==> config.mk <==
export PLATFORM = sky130hd
export DESIGN_NAME = gang_power_guard
export DESIGN_NICKNAME = d
export VERILOG_FILES = /design/src/rtl/gpg_pkg.sv /design/src/rtl/gpg_datapath.sv /design/src/rtl/gpg_control.sv /design/src/rtl/gang_power_guard.sv
export SDC_FILE = /design/constraint.sdc
export NUM_CORES = 1
export LEC_CHECK = 0
export ABC_AREA = 1
export BUFFER_PORTS_ARGS = -buffer_cell sky130_fd_sc_hd__buf_4
export CORE_MARGIN = 1
export CORE_UTILIZATION = 50
export DETAILED_ROUTE_END_ITERATION = 10
export PLACE_DENSITY = 0.76
export SYNTH_ARGS = -nofsm -noshare
export SYNTH_HDL_FRONTEND = slang
export SYNTH_SLANG_ARGS = --single-unit
export TNS_END_PERCENT = 1
==> constraint.sdc <==
create_clock -name clk -period 1.67 [get_ports clk]
set_input_delay 0.334 -clock clk [delete_from_list [all_inputs] [get_ports clk]]
set_output_delay 0.334 -clock clk [all_outputs]
set_load 0.01 [all_outputs]
==> src/rtl/gpg_pkg.sv <==
package gpg_pkg;
  // Strobes passed from the control module to the datapath.
  typedef struct packed {
    logic setReq;    // mark the selected port powered
    logic clrReq;    // unmark the selected port
    logic blinkRun;  // blink timer is allowed to run
  } gpgStb_t;
endpackage

==> src/rtl/gpg_datapath.sv <==
module gpg_datapath
  import gpg_pkg::*;
#(
  parameter int NUM_PORTS   = 4,
  parameter int FILT_CYCLES = 16,
  parameter int BLINK_HALF  = 3000000,
  parameter int IDX_W       = 2
) (
  input  logic             clk,
  input  logic             rstN,
  input  logic             ocN,
  input  gpgStb_t          stb,
  input  logic [IDX_W-1:0] portIdx,
  output logic             ocActive,
  output logic             maskAny,
  output logic             blinkPhase
);
  localparam int RUN_W = $clog2(FILT_CYCLES + 1);
  localparam int BLK_W = (BLINK_HALF > 1) ? $clog2(BLINK_HALF) : 1;

  // Two-stage synchronizer, reset to the no-fault level.
  logic [1:0] syncQ;
  always_ff @(posedge clk or negedge rstN) begin
    if (!rstN) syncQ <= 2'b11;
    else       syncQ <= {syncQ[0], ocN};
  end

  // Run-length filter on the synchronized low level.
  logic [RUN_W-1:0] lowRun, runNext;
  always_comb begin
    if (syncQ[1])                              runNext = '0;
    else if (lowRun == RUN_W'(FILT_CYCLES))    runNext = lowRun;
    else                                       runNext = lowRun + RUN_W'(1);
  end

  always_ff @(posedge clk or negedge rstN) begin
    if (!rstN) begin
      lowRun   <= '0;
      ocActive <= 1'b0;
    end else begin
      lowRun   <= runNext;
      ocActive <= (runNext == RUN_W'(FILT_CYCLES));
    end
  end

  // Per-port power marks; clear wins over set on the same port.
  logic [NUM_PORTS-1:0] portMask, setOH, clrOH;
  for (genvar g = 0; g < NUM_PORTS; g++) begin : g_port
    assign setOH[g] = stb.setReq && (portIdx == IDX_W'(g));
    assign clrOH[g] = stb.clrReq && (portIdx == IDX_W'(g));
  end

  always_ff @(posedge clk or negedge rstN) begin
    if (!rstN) portMask <= '0;
    else       portMask <= (portMask | setOH) & ~clrOH;
  end
  assign maskAny = |portMask;

  // Blink timer: idle and dark unless enabled.
  logic [BLK_W-1:0] blinkCnt;
  always_ff @(posedge clk or negedge rstN) begin
    if (!rstN) begin
      blinkCnt   <= '0;
      blinkPhase <= 1'b0;
    end else if (!stb.blinkRun) begin
      blinkCnt   <= '0;
      blinkPhase <= 1'b0;
    end else if (blinkCnt == BLK_W'(BLINK_HALF - 1)) begin
      blinkCnt   <= '0;
      blinkPhase <= ~blinkPhase;
    end else begin
      blinkCnt   <= blinkCnt + BLK_W'(1);
    end
  end

  // a clear request leaves the addressed port unmarked.
  p_port_cleared_r11: assert property (@(posedge clk) disable iff (!rstN)
    (stb.clrReq && int'(portIdx) < NUM_PORTS) |=> !portMask[$past(portIdx)]);

  // the filter only qualifies after a low synchronized sample.
  p_filter_low_r4: assert property (@(posedge clk) disable iff (!rstN)
    $rose(ocActive) |-> !$past(syncQ[1]));

  // the blink phase is dark whenever the timer is held idle.
  p_blink_idle_r9: assert property (@(posedge clk) disable iff (!rstN)
    !stb.blinkRun |=> !blinkPhase);
endmodule

==> src/rtl/gpg_control.sv <==
module gpg_control
  import gpg_pkg::*;
(
  input  logic    clk,
  input  logic    rstN,
  input  logic    setPowerStb,
  input  logic    clrPowerStb,
  input  logic    clrOcChangeStb,
  input  logic    enumerated,
  input  logic    suspend,
  input  logic    ocActive,
  input  logic    maskAny,
  input  logic    blinkPhase,
  output gpgStb_t stb,
  output logic    pwrEn,
  output logic    ocStatus,
  output logic    ocChange,
  output logic    statLed
);
  logic ocPrev, enumPrev, tripped;
  logic ocRise, enumRise;

  assign ocRise   = ocActive & ~ocPrev;
  assign enumRise = enumerated & ~enumPrev;

  always_ff @(posedge clk or negedge rstN) begin
    if (!rstN) begin
      ocPrev   <= 1'b0;
      enumPrev <= 1'b0;
      tripped  <= 1'b0;
      ocChange <= 1'b0;
    end else begin
      ocPrev   <= ocActive;
      enumPrev <= enumerated;
      if (ocRise)                    tripped <= 1'b1;
      else if (!maskAny || enumRise) tripped <= 1'b0;
      if (ocRise)                    ocChange <= 1'b1;
      else if (clrOcChangeStb)       ocChange <= 1'b0;
    end
  end

  assign stb.setReq   = setPowerStb;
  assign stb.clrReq   = clrPowerStb;
  assign stb.blinkRun = tripped;

  assign pwrEn    = maskAny & ~tripped & ~ocActive;
  assign ocStatus = ocActive;
  assign statLed  = enumerated & ~suspend & (~tripped | blinkPhase);

  // the switch is never enabled while the datapath reports a fault.
  p_off_during_fault_r5: assert property (@(posedge clk) disable iff (!rstN)
    ocActive |-> !pwrEn);

  // the change flag survives until the host acknowledges it.
  p_change_sticky_r6: assert property (@(posedge clk) disable iff (!rstN)
    (ocChange && !clrOcChangeStb) |=> ocChange);

  // a trip persists while ports remain marked and no re-enumeration.
  p_trip_holds_r7: assert property (@(posedge clk) disable iff (!rstN)
    (tripped && maskAny && !enumRise) |=> tripped);

  // the first cycle of a trip shows a dark LED.
  p_trip_starts_dark_r9: assert property (@(posedge clk) disable iff (!rstN)
    $rose(tripped) |-> !statLed);

  // suspend always darkens the LED.
  p_led_suspend_r8: assert property (@(posedge clk) disable iff (!rstN)
    suspend |-> !statLed);
endmodule

==> src/rtl/gang_power_guard.sv <==
module gang_power_guard
  import gpg_pkg::*;
#(
  parameter int NUM_PORTS   = 4,
  parameter int FILT_CYCLES = 16,
  parameter int BLINK_HALF  = 3000000,
  parameter int IDX_W       = (NUM_PORTS > 1) ? $clog2(NUM_PORTS) : 1
) (
  input  logic             clk,
  input  logic             rstN,
  input  logic             ocN,
  input  logic             setPowerStb,
  input  logic             clrPowerStb,
  input  logic [IDX_W-1:0] portSel,
  input  logic             clrOcChangeStb,
  input  logic             enumerated,
  input  logic             suspend,
  output logic             pwrEn,
  output logic             ocStatus,
  output logic             ocChange,
  output logic             statLed
);
  gpgStb_t stb;
  logic    ocActive, maskAny, blinkPhase;

  gpg_datapath #(
    .NUM_PORTS  (NUM_PORTS),
    .FILT_CYCLES(FILT_CYCLES),
    .BLINK_HALF (BLINK_HALF),
    .IDX_W      (IDX_W)
  ) u_datapath (
    .clk       (clk),
    .rstN      (rstN),
    .ocN       (ocN),
    .stb       (stb),
    .portIdx   (portSel),
    .ocActive  (ocActive),
    .maskAny   (maskAny),
    .blinkPhase(blinkPhase)
  );

  gpg_control u_control (
    .clk           (clk),
    .rstN          (rstN),
    .setPowerStb   (setPowerStb),
    .clrPowerStb   (clrPowerStb),
    .clrOcChangeStb(clrOcChangeStb),
    .enumerated    (enumerated),
    .suspend       (suspend),
    .ocActive      (ocActive),
    .maskAny       (maskAny),
    .blinkPhase    (blinkPhase),
    .stb           (stb),
    .pwrEn         (pwrEn),
    .ocStatus      (ocStatus),
    .ocChange      (ocChange),
    .statLed       (statLed)
  );
endmodule

==> metrics.md, run 1 <==
| Metric | Value |
|---|---|
| Status | completed |
| Mapped cell area | ~0.0021 sq mm |
| Nets | roughly 300 |
| Yosys top cell area share | about 45% |
| GRT met1 Usage | between 20% and 30% |
| Post-CTS sizing | 0 |
| DP Wirelength | about 3000 um |
| Least-Margin Pin Slew | approximately 0.48 ns |
| Endpoints failing setup | 0 |
| Maxcap violations | 0 |
| Met2 Use GR | 34.3% |
| Largest net degree at the start of global routing | 40 |
| Final worst-path cycle share | between 80% and 90% |
| Most frequent cells in the layout | nor2_1, nand2_1, inv_1, dfrtp_1, nand3_1 |
| CTS tree | built |
| Setup_tns | 0 ns |
| Seq cells post-synth | 39 |
| CP Class | flop to output pin |
| Final instance area | approximately 0.0024 sq mm |
| Buf+Inv Stages, Crit Path | 2 |
| Root buf cell | clkbuf_8 |
| Total power | around 1.9 mW |
| Critical-path cell list | clkinv_1, nor2_1, nor3_1, buf_4 |
| Num CTS Buffers | 5 |
| # IOs | 14 |
| Crit end category | output pin |
| RSZ-0062 raised after global routing | false |
| GRT busiest layer | met2 |
| Initial antenna violation count | 0 |
| VDD IR max | approximately 570 uV |
| Worst slew margin | ~70% |
| Synthesized instance count | 260 |
| Worst setup SP type | flop |
| Core region area | 0.00400 sq mm |
| Clock Sinks | 39 |
| Synth cell types | 28 |
| Die Ht | between 60 and 70 um |
| Critical Path RT | roughly 1.3 ns |
| CP arrival | around 1.2 ns |
| Wire length per cell | between 10 and 15 um |
| Ys Warns | 0 |
| WL final | approximately 3800 um |
| Pleak | ~1.1 nW |
| Sequential share of the synthesized area | a little under half |
| N_diodes | 0 |
| Row cnt | 23 |
| Total track usage | between 20% and 30% |
| PortBufs | 13 |
| Synth top area cells | dfrtp_1, nor2_1, nand2_1 |
| Fin Clk Skew | approximately 0.0087 ns |
| Post-route minimum period | 1.50 ns |
| Fmax | around 0.67 GHz |
| Clock transition at path regs | approximately 0.08 ns |
| Area leader, netlist | dfrtp_1 |
| Worst skew pair latency | about 0.29 ns |
| First-pass GRT wire length | about 6700 um |
| Die Wd | roughly 66 um |
| Grt ovf | 0 |
| Commonest non-fill, non-tap cell in the layout | nor2_1 |
| Via/cell ratio | between 4 and 5 |
| GRT met3 Usage | roughly 4.3% |
| Hold Fails Final Rpt | 0 |
| Non-filler instance count after layout | between 300 and 400 |
| Iteration-0 DRC Markers | 80 |
| DRC Markers | 0 |
| Postcts setup bufs | 0 |
| Area Overhead vs Synth | 13.8% |
| Pwr per Cell Area | approximately 780 mW/mm^2 |
| CP Max Fanout | 4 |
| Longest Clk Path Bufs | 2 |
| Vias | 1634 |
| Antenna Nets Post-Route | 0 |
| CTS Hold Buffers Added | 0 |
| Mean Syn Cell Area | ~8 sq um |
| Starting Density | 52.0% |
| Placed Cells | 325 |
| Share of layout cells above drive strength 1 | 17.3% |
| Routability cong. | between 0.8 and 0.9 |
| Placed cell area | 0.00226 sq mm |
| Slowest stage delay, CP | between 0.3 and 0.4 ns |
| Vias in the first global route | between 1500 and 2000 |
| CTS H-tree lvls | 2 |
| CP max stage cell | dfrtp_1 |
| CP delay by family, top | flip-flops |
| Slew Viols, Final | 0 |
| Drt pass-1 iters | 4 |
| Die area | 0.00442 sq mm |
| Worst Hold Class | primary input to asynchronous set/reset pin |
| Post-Syn Nets | roughly 270 |
cells by family after synthesis:
kind of cell	after synthesis	synth area share (%)
adder cells (fa/ha/maj)	3	1.81
AO/OA/AOI/OAI	19	5.05
XOR/XNOR	11	4.63
flip-flops	39	47.1
buffers and inverters	43	7.82
AND/OR/NAND/NOR	145	33.6
synth_stat cells:
cell type  instances
nor2_1            48
dfstp_2            2
inv_1             37
o21ai_1            2
nand3_4            1
inv_2              4
nor2_2             6
nor2_4             4
ha_1               3
o21ai_0            7
clkinv_1           1
o32a_1             1
o21a_1             1
nor2_8             1
xnor2_1            3
nor3_2             3
a21oi_1            6
nand2_2            4
and2_1             1
nand2_1           45
xor2_1             8
nor3_1             4
dfrtp_1           37
nand3_1           25
a31oi_1            2
buf_2              1
nand4_1            2
nand2_4            1
report_power, final:
group / internal [mW] / total (mW) / switching (mW)
registers: 0.970 / 0.983 / 0.0127
clock network: 0.446 / 0.771 / 0.326
logic: 0.0425 / 0.103 / 0.0602
total: 1.46 / 1.86 / 0.399
layout make-up:
type | instances | area (sq um)
Fill cell | 347 | 1630
Sequential cell | 39 | 978
Multi-Input combinational cell | 178 | 938
Inverter | 42 | 158
Timing Repair Buffer | 16 | 120
Clock buffer | 6 | 72.6
Tap cell | 50 | 62.6
Clock inverter | 2 | 37.5
state kept, by name (all words and copies together) (netlist names):
| signal | flops |
|---|---|
| u_control.ocPrev | 1 |
| u_datapath.ocActive | 1 |
| u_datapath.lowRun | 5 |
| u_datapath.blinkPhase | 1 |
| u_control.tripped | 1 |
| u_control.enumPrev | 1 |
| u_datapath.blinkCnt | 22 |
| u_datapath.syncQ | 2 |
| u_datapath.portMask | 4 |
| u_control.ocChange | 1 |
routing by layer:
layer	wire length [um]	share of wire, %
met1	1820	48
met2	1830	48
met3	105	2.7
met5	0	0
met4	68	1.8
final timing paths:
kind                                              from                      end  slack (ns)  cells after the start
worst max-delay path                 u_control.tripped                  statLed        0.17                      4
worst min-delay path                              rstN   u_datapath.blinkCnt[5]       0.004                      1
worst max register to register  u_datapath.blinkCnt[0]  u_datapath.blinkCnt[16]        0.20                      8
worst min register to register     u_datapath.syncQ[0]      u_datapath.syncQ[1]        0.36                      0
max in group asynchronous                         rstN      u_datapath.syncQ[1]        1.31                      1
min in group clk                                   ocN      u_datapath.syncQ[0]        0.14                      1
worst reg2reg max path, stage by stage (launching register included):
cell and delay, ns:
dfrtp_1 0.39, ha_1 0.21, nand2_1 0.09, nor2_2 0.16, nand2_2 0.15, nor2_8 0.15
inv_2 0.06, nor3_2 0.10, nor2_1 0.06
per-stage QoR:
stage          util (%)  setup WS, ns  hold WS [ns]
3_3_place_gp       56.4         0.246         0.336
3_5_place_dp       56.4         0.208         0.334
4_1_cts            59.2         0.128        0.0117
5_1_grt            59.2        0.0369        0.0468
2_1_floorplan         -         0.356        0.0384
6_report           59.2         0.174       0.00352
(Power assumes the default switching activity.)
==> inputs of run 2 (changes only) <==
BUFFER_PORTS_ARGS = default   (was -buffer_cell sky130_fd_sc_hd__buf_4)
CTS_BUF_LIST = sky130_fd_sc_hd__clkbuf_16   (was default)
DONT_BUFFER_PORTS = 1   (was default)
PLACE_DENSITY = 0.73   (was 0.76)
==> run 2 against run 1 <==
Effect of this change:
- combinational power shrank 16%
- worst hold slack better by 0.046 ns
- worst setup slack worse by 0.023 ns
- critical path depth fell by 1
- cell count fell by 3.3%
- critical path type unchanged
- largest power group is now clock
- highest routed layer unchanged
==> metrics.md, run 2 (synthesized netlist as in run 1, its figures left out) <==
| Metric | Value |
|---|---|
| Placed cell area | 0.00216 sq mm (-4.3%) |
| CP Max Fanout | 6 (+2) |
| Row cnt | 23 (unchanged) |
| N_diodes | 0 (unchanged) |
| Vias in the first global route | 1469 (-8.6%) |
| Root buf cell | clkbuf_16 |
| DRC Markers | 0 (unchanged) |
| Core region area | 0.00400 sq mm (unchanged) |
| DP Wirelength | 2800 um (-5.1%) |
| Area Overhead vs Synth | 13.2% |
| CP arrival | 1.19 ns (+0.03 ns) |
| Status | completed |
| Worst slew margin | 76.8% (+8.8 points) |
| VDD IR max | 551 uV (-3.8%) |
| Maxcap violations | 0 (unchanged) |
| Crit end category | output pin |
| Worst setup SP type | flop |
| Core Util, Final | 58.8% (-0.34 points) |
| Non-filler instance count after layout | 322 (-3.3%) |
| Starting Density | 52.0% (unchanged) |
| Reg2Reg Setup Slack | 0.20 ns (about the same) |
| Critical-path cell list | clkinv_1, nor2_1, nor3_1 |
| Die area | 0.00442 sq mm (unchanged) |
| Hold Fails Final Rpt | 0 (unchanged) |
| Initial antenna violation count | 0 (unchanged) |
| Max reg flops | 22 (unchanged) |
| Worst Hold Class | primary input to flop |
| First-pass GRT wire length | 6510 um (-2.9%) |
| Routability cong. | 0.804 (-3.1%) |
| Hold endpoint | u_datapath.syncQ[0] |
| R2R cell count | 9 (+1) |
| Num CTS Buffers | 5 (unchanged) |
| Iteration-0 DRC Markers | 87 (+8.8%) |
| Most frequent cells in the layout | nor2_1, nand2_1, inv_1, dfrtp_1, nand3_1 |
| Setup_tns | 0 ns (unchanged) |
| # IOs | 14 (unchanged) |
| Worst skew pair latency | 0.28 ns (about the same) |
| Endpoints failing setup | 0 (unchanged) |
| Worst hold stages | 0 |
| Final instance area | 0.00235 sq mm (-0.58%) |
| Hold Path Origin | ocN |
| Reg-to-Reg Start | u_datapath.blinkCnt[0] |
| PortBufs | 0 (-13) |
| Total power | 2.12 mW (+14%) |
| Via/cell ratio | 5.07 (+3.2%) |
| Nets | 284 (-3.7%) |
| WL final | 3910 um (+2.1%) |
| Placed Cells | 312 (-4.0%) |
| Reg2Reg Capture Point | u_datapath.blinkCnt[10] |
| Drt pass-1 iters | 4 (unchanged) |
| Critical Path RT | 1.34 ns (about the same) |
| Clock transition at path regs | 0.06 ns (-0.02 ns) |
| Clock Sinks | 39 (unchanged) |
| Final worst-path cycle share | 91.0% (+1.4 points) |
| CP Class | flop to output pin |
| Antenna Nets Post-Route | 0 (unchanged) |
| Largest register by flop count | u_datapath.blinkCnt |
| Slowest stage delay, CP | 0.35 ns (about the same) |
| Vias | 1631 (-0.18%) |
| Die Ht | 66.5 um (unchanged) |
| Pwr per Cell Area | 902 mW/mm^2 (+15%) |
| Post-route minimum period | 1.52 ns (+0.0233 ns) |
| CTS tree | built |
| Total track usage | 20.1% (-0.39 points) |
| Share of layout cells above drive strength 1 | 13.6% (-3.7 points) |
| Slew Viols, Final | 0 (unchanged) |
| Fmax | 0.658 GHz (-1.5%) |
| Pleak | 1.04 nW (-1.9%) |
| CP max stage cell | dfrtp_1 |
| Largest net degree at the start of global routing | 40 (unchanged) |
| Fin Clk Skew | 0.00544 ns (-0.00328 ns) |
| Wire length per cell | 12.1 um (+5.6%) |
| RSZ-0062 raised after global routing | false |
| Regs by FF count | u_datapath.blinkCnt: 22 flops, u_datapath.lowRun: 5 flops, u_datapath.portMask: 4 flops |
| Longest Clk Path Bufs | 2 (unchanged) |
| Grt ovf | 0 (unchanged) |
| Least-Margin Pin Slew | 0.346 ns (-0.135 ns) |
| Post-CTS sizing | 0 (unchanged) |
| Commonest non-fill, non-tap cell in the layout | nor2_1 |
| CTS H-tree lvls | 2 (unchanged) |
| Die Wd | 66.5 um (unchanged) |
## run 2: changes by cell type in the layout (fill, tap and decap cells not counted)
cell           delta
clkbuf_1          -1
buf_4            -13
clkinv_1          +1
clkinv_2          +1
dlygate4sd3_1     +1
buf_12            +1
clkinvlp_4        -1
clkbuf_8          -5
clkbuf_16         +5
## run 2: per-stage QoR
| step | setup slack (ns) | hold WS [ns] |
|---|---|---|
| finish | 0.151 | 0.0491 |
| global route | 0.0589 | 0.0421 |
| CTS | 0.141 | 0.0457 |
| detailed placement | 0.206 | 0.0394 |
| global placement | 0.222 | 0.0393 |
| floorplan | 0.356 | 0.0384 |
## run 2: area by class of cell
cell class                 instances  area [sq um]
fill                             341          1650
timing repair buffer               5          52.6
clock inverter                     3          38.8
multi-input combinational        178           938
clock buffer                       5           125
inverter                          42           158
tap                               50          62.6
sequential                        39           978
## run 2: worst max-delay path by stage
stage | from | to | slack [ns]
after floorplan | u_control.tripped | statLed | 0.36
after global placement | u_datapath.blinkCnt[0] | u_datapath.blinkCnt[10] | 0.22
after detailed placement | u_datapath.blinkCnt[0] | u_datapath.blinkCnt[16] | 0.21
after CTS | u_control.tripped | statLed | 0.14
after global routing | u_control.tripped | statLed | 0.06
final | u_control.tripped | statLed | 0.15
## run 2: layer usage
layer	global-route usage, %	vias to the layer above	part of all wire, %
met4	7.98	0	1.4
met2	32.9	40	48
met3	4.97	6	4.7
met1	25.4	752	46
li1	-	833	-
met5	0	-	0
## run 2: power breakdown
| group | internal (mW) | switching [mW] |
|---|---|---|
| sequential | 0.972 | 0.0133 |
| clock | 0.696 | 0.355 |
| combinational | 0.0315 | 0.0550 |
| total | 1.70 | 0.424 |
## run 2: worst max-delay path: cells and delay by family, from the launching register on
kind          cells  cell delay (ns)
buf+inv           1             0.20
flops             1             0.35
simple gates      2             0.36
## run 2: what timing repair did
action | 4_1_cts | 5_1_grt
endpoints found under the hold margin | 39 | 0
setup buffers | 0 | 0
hold buffers | 2 | 0
==> inputs of run 3 (changes only) <==
CTS_BUF_LIST = sky130_fd_sc_hd__clkbuf_2 sky130_fd_sc_hd__clkbuf_4 sky130_fd_sc_hd__clkbuf_8   (was sky130_fd_sc_hd__clkbuf_16)
==> run 3 against run 2 <==
Effect of this change:
- fmax grew 0.43%
- power down 11%
- sequential power is essentially flat
- wire length fell by 3.3%
- critical path depth did not move
- first-iteration DRC count increased by 15%
- register-to-register slack barely moved
- worst hold slack got worse by 0.016 ns
- sequential share of layout area rose by 0.83 points
- core utilization fell by 1.2 points
- sequential cell count unchanged
==> metrics.md, run 3 (synthesized netlist as in run 1, its figures left out) <==
| Metric | Value |
|---|---|
| Vias | 1608 (-1.4%) |
| Drt pass-1 iters | 4 (unchanged) |
| CP arrival | 1.18 ns (about the same) |
| Sequential power share | 52.3% (+5.9 points) |
| CP Max Fanout | 6 (unchanged) |
| Iteration-0 DRC Markers | 100 (+15%) |
| Total of fill cells in the finished design | 359 (+5.3%) |
| RSZ-0062 raised after global routing | false |
| CP Class | flop to output pin |
| Dpl ws | 0.206 ns (unchanged) |
| Hold Path Origin | ocN |
| Slew Viols, Final | 0 (unchanged) |
| Psw | 394 uW (-6.9%) |
| Setup_tns | 0 ns (unchanged) |
| Post-route minimum period | 1.51 ns (-0.00647 ns) |
| N_diodes | 0 (unchanged) |
| Clock transition at path regs | 0.08 ns (+0.02 ns) |
| Die Ht | 66.5 um (unchanged) |
| DP Wirelength | 2800 um (unchanged) |
| Reg-to-Reg Start | u_datapath.blinkCnt[0] |
| Largest register by flop count | u_datapath.blinkCnt |
| CP startpoint | u_control.tripped |
| Vias in the first global route | 1437 (-2.2%) |
| Sequential Area | 978 sq um (unchanged) |
| Pwr per Cell Area | 815 mW/mm^2 (-9.7%) |
| Starting Density | 52.0% (unchanged) |
| Status | completed |
| Share of layout cells above drive strength 1 | 14.0% (+0.37 points) |
| Maxcap violations | 0 (unchanged) |
| Commonest non-fill, non-tap cell in the layout | nor2_1 |
| Critical Path RT | 1.34 ns (about the same) |
| CTS H-tree lvls | 2 (unchanged) |
| Endpoints failing setup | 0 (unchanged) |
| Worst setup SP type | flop |
| Grt ovf | 0 (unchanged) |
| Via/cell ratio | 4.99 (-1.4%) |
| Int Pwr | 1.49 mW (-13%) |
| Pleak | 1.02 nW (-1.9%) |
| Post-CTS sizing | 0 (unchanged) |
| Worst Hold Class | primary input to flop |
| Gate power share | 4.6% (+0.5 points) |
| WL final | 3780 um (-3.3%) |
| Routability cong. | 0.804 (unchanged) |
| # IOs | 14 (unchanged) |
| Final worst-path cycle share | 90.6% (-0.39 points) |
| Total track usage | 19.8% (-0.26 points) |
| Worst skew pair latency | 0.29 ns (about the same) |
| Largest net degree at the start of global routing | 40 (unchanged) |
| VDD IR max | 481 uV (-13%) |
| Max reg flops | 22 (unchanged) |
| Crit end category | output pin |
| Switch share | 21.0% (+1.0 points) |
| DRC Markers | 0 (unchanged) |
| Worst slew margin | 77.2% (+0.44 points) |
| Antenna Nets Post-Route | 0 (unchanged) |
| Area of the multi-input gates | 938 sq um (unchanged) |
| Wire length per cell | 11.7 um (-3.3%) |
| Least-Margin Pin Slew | 0.339 ns (-0.00659 ns) |
| CTS tree | built |
| Initial antenna violation count | 0 (unchanged) |
| Total power | 1.88 mW (-11%) |
| Reg2Reg Setup Slack | 0.21 ns (about the same) |
| Root buf cell | clkbuf_8 |
| Row cnt | 23 (unchanged) |
| Fin Clk Skew | 0.00726 ns (+0.00181 ns) |
| Final instance area | 0.00231 sq mm (-2.0%) |
| Clock network power share | 43.1% (-6.4 points) |
| Die Wd | 66.5 um (unchanged) |
| Nets | 284 (unchanged) |
| Clock Sinks | 39 (unchanged) |
| Placed cell area | 0.00216 sq mm (unchanged) |
| Hold_ws | 0.0334 ns (-0.0157 ns) |
| Final setup margin | 0.157 ns (+0.00647 ns) |
| PortBufs | 0 (unchanged) |
| Area Overhead vs Synth | 11.0% |
| Die area | 0.00442 sq mm (unchanged) |
| Fmax | 0.661 GHz (+0.43%) |
| Most frequent cells in the layout | nor2_1, nand2_1, inv_1, dfrtp_1, nand3_1 |
| First-pass GRT wire length | 6400 um (-1.7%) |
| Hold Fails Final Rpt | 0 (unchanged) |
| Regs by FF count | u_datapath.blinkCnt: 22 flops, u_datapath.lowRun: 5 flops, u_datapath.portMask: 4 flops |
| Postcts setup bufs | 0 (unchanged) |
| Core region area | 0.00400 sq mm (unchanged) |
| Longest Clk Path Bufs | 2 (unchanged) |
| Num CTS Buffers | 5 (unchanged) |
## run 3: layout make-up
cell class              count  area share (%)
inverters                  42            6.83
well taps                  50            2.71
repair buffers              5            2.28
flip-flops and latches     39            42.4
multi-input cells         178            40.7
clock buffers               6            3.58
clock inverters             2            1.52
## run 3: timing repair
| action | in CTS | in global routing |
|---|---|---|
| hold buffers | 2 | 0 |
| endpoints found under the hold margin | 39 | 0 |
| endpoints found under the setup margin | 0 | 0 |
## run 3: critical path: stages, from the launching register on
cell	delay, ns
dfrtp_1	0.38
clkinv_1	0.14
nor2_1	0.09
nor3_1	0.28
## run 3: layer usage
metal,vias to the layer above,part of all wire [%],global-route usage (%)
met3,4,4.8,5.31
met1,733,47,25.5
met4,0,1.1,9.57
met2,37,47,30.9
li1,834,-,-
met5,-,0,0
## run 3: power groups by stage
stage          clock network, mW  logic (mW)  registers [mW]
6_report                   0.810      0.0861           0.983
5_1_grt                    0.866       0.103           0.986
4_1_cts                    0.832      0.0888           0.983
3_5_place_dp                   0      0.0622            1.00
3_3_place_gp                   0      0.0608            1.00
2_1_floorplan                  0      0.0532           0.999
## run 3: through the flow
step	util (%)	cells
CTS	57.7	322
finish	57.7	322
global placement	54.0	312
global route	57.7	322
detailed placement	54.0	312
floorplan	-	260
## run 3: path summary, 6_finish.rpt
kind	endpoint	cells past startpoint
setup reg to reg	u_datapath.blinkCnt[10]	9
hold reg to reg	u_datapath.syncQ[1]	0
max in group asynchronous	u_datapath.syncQ[0]	2
min in group asynchronous	u_datapath.blinkCnt[4]	2
setup / recovery	statLed	3
hold / removal	u_datapath.syncQ[0]	0
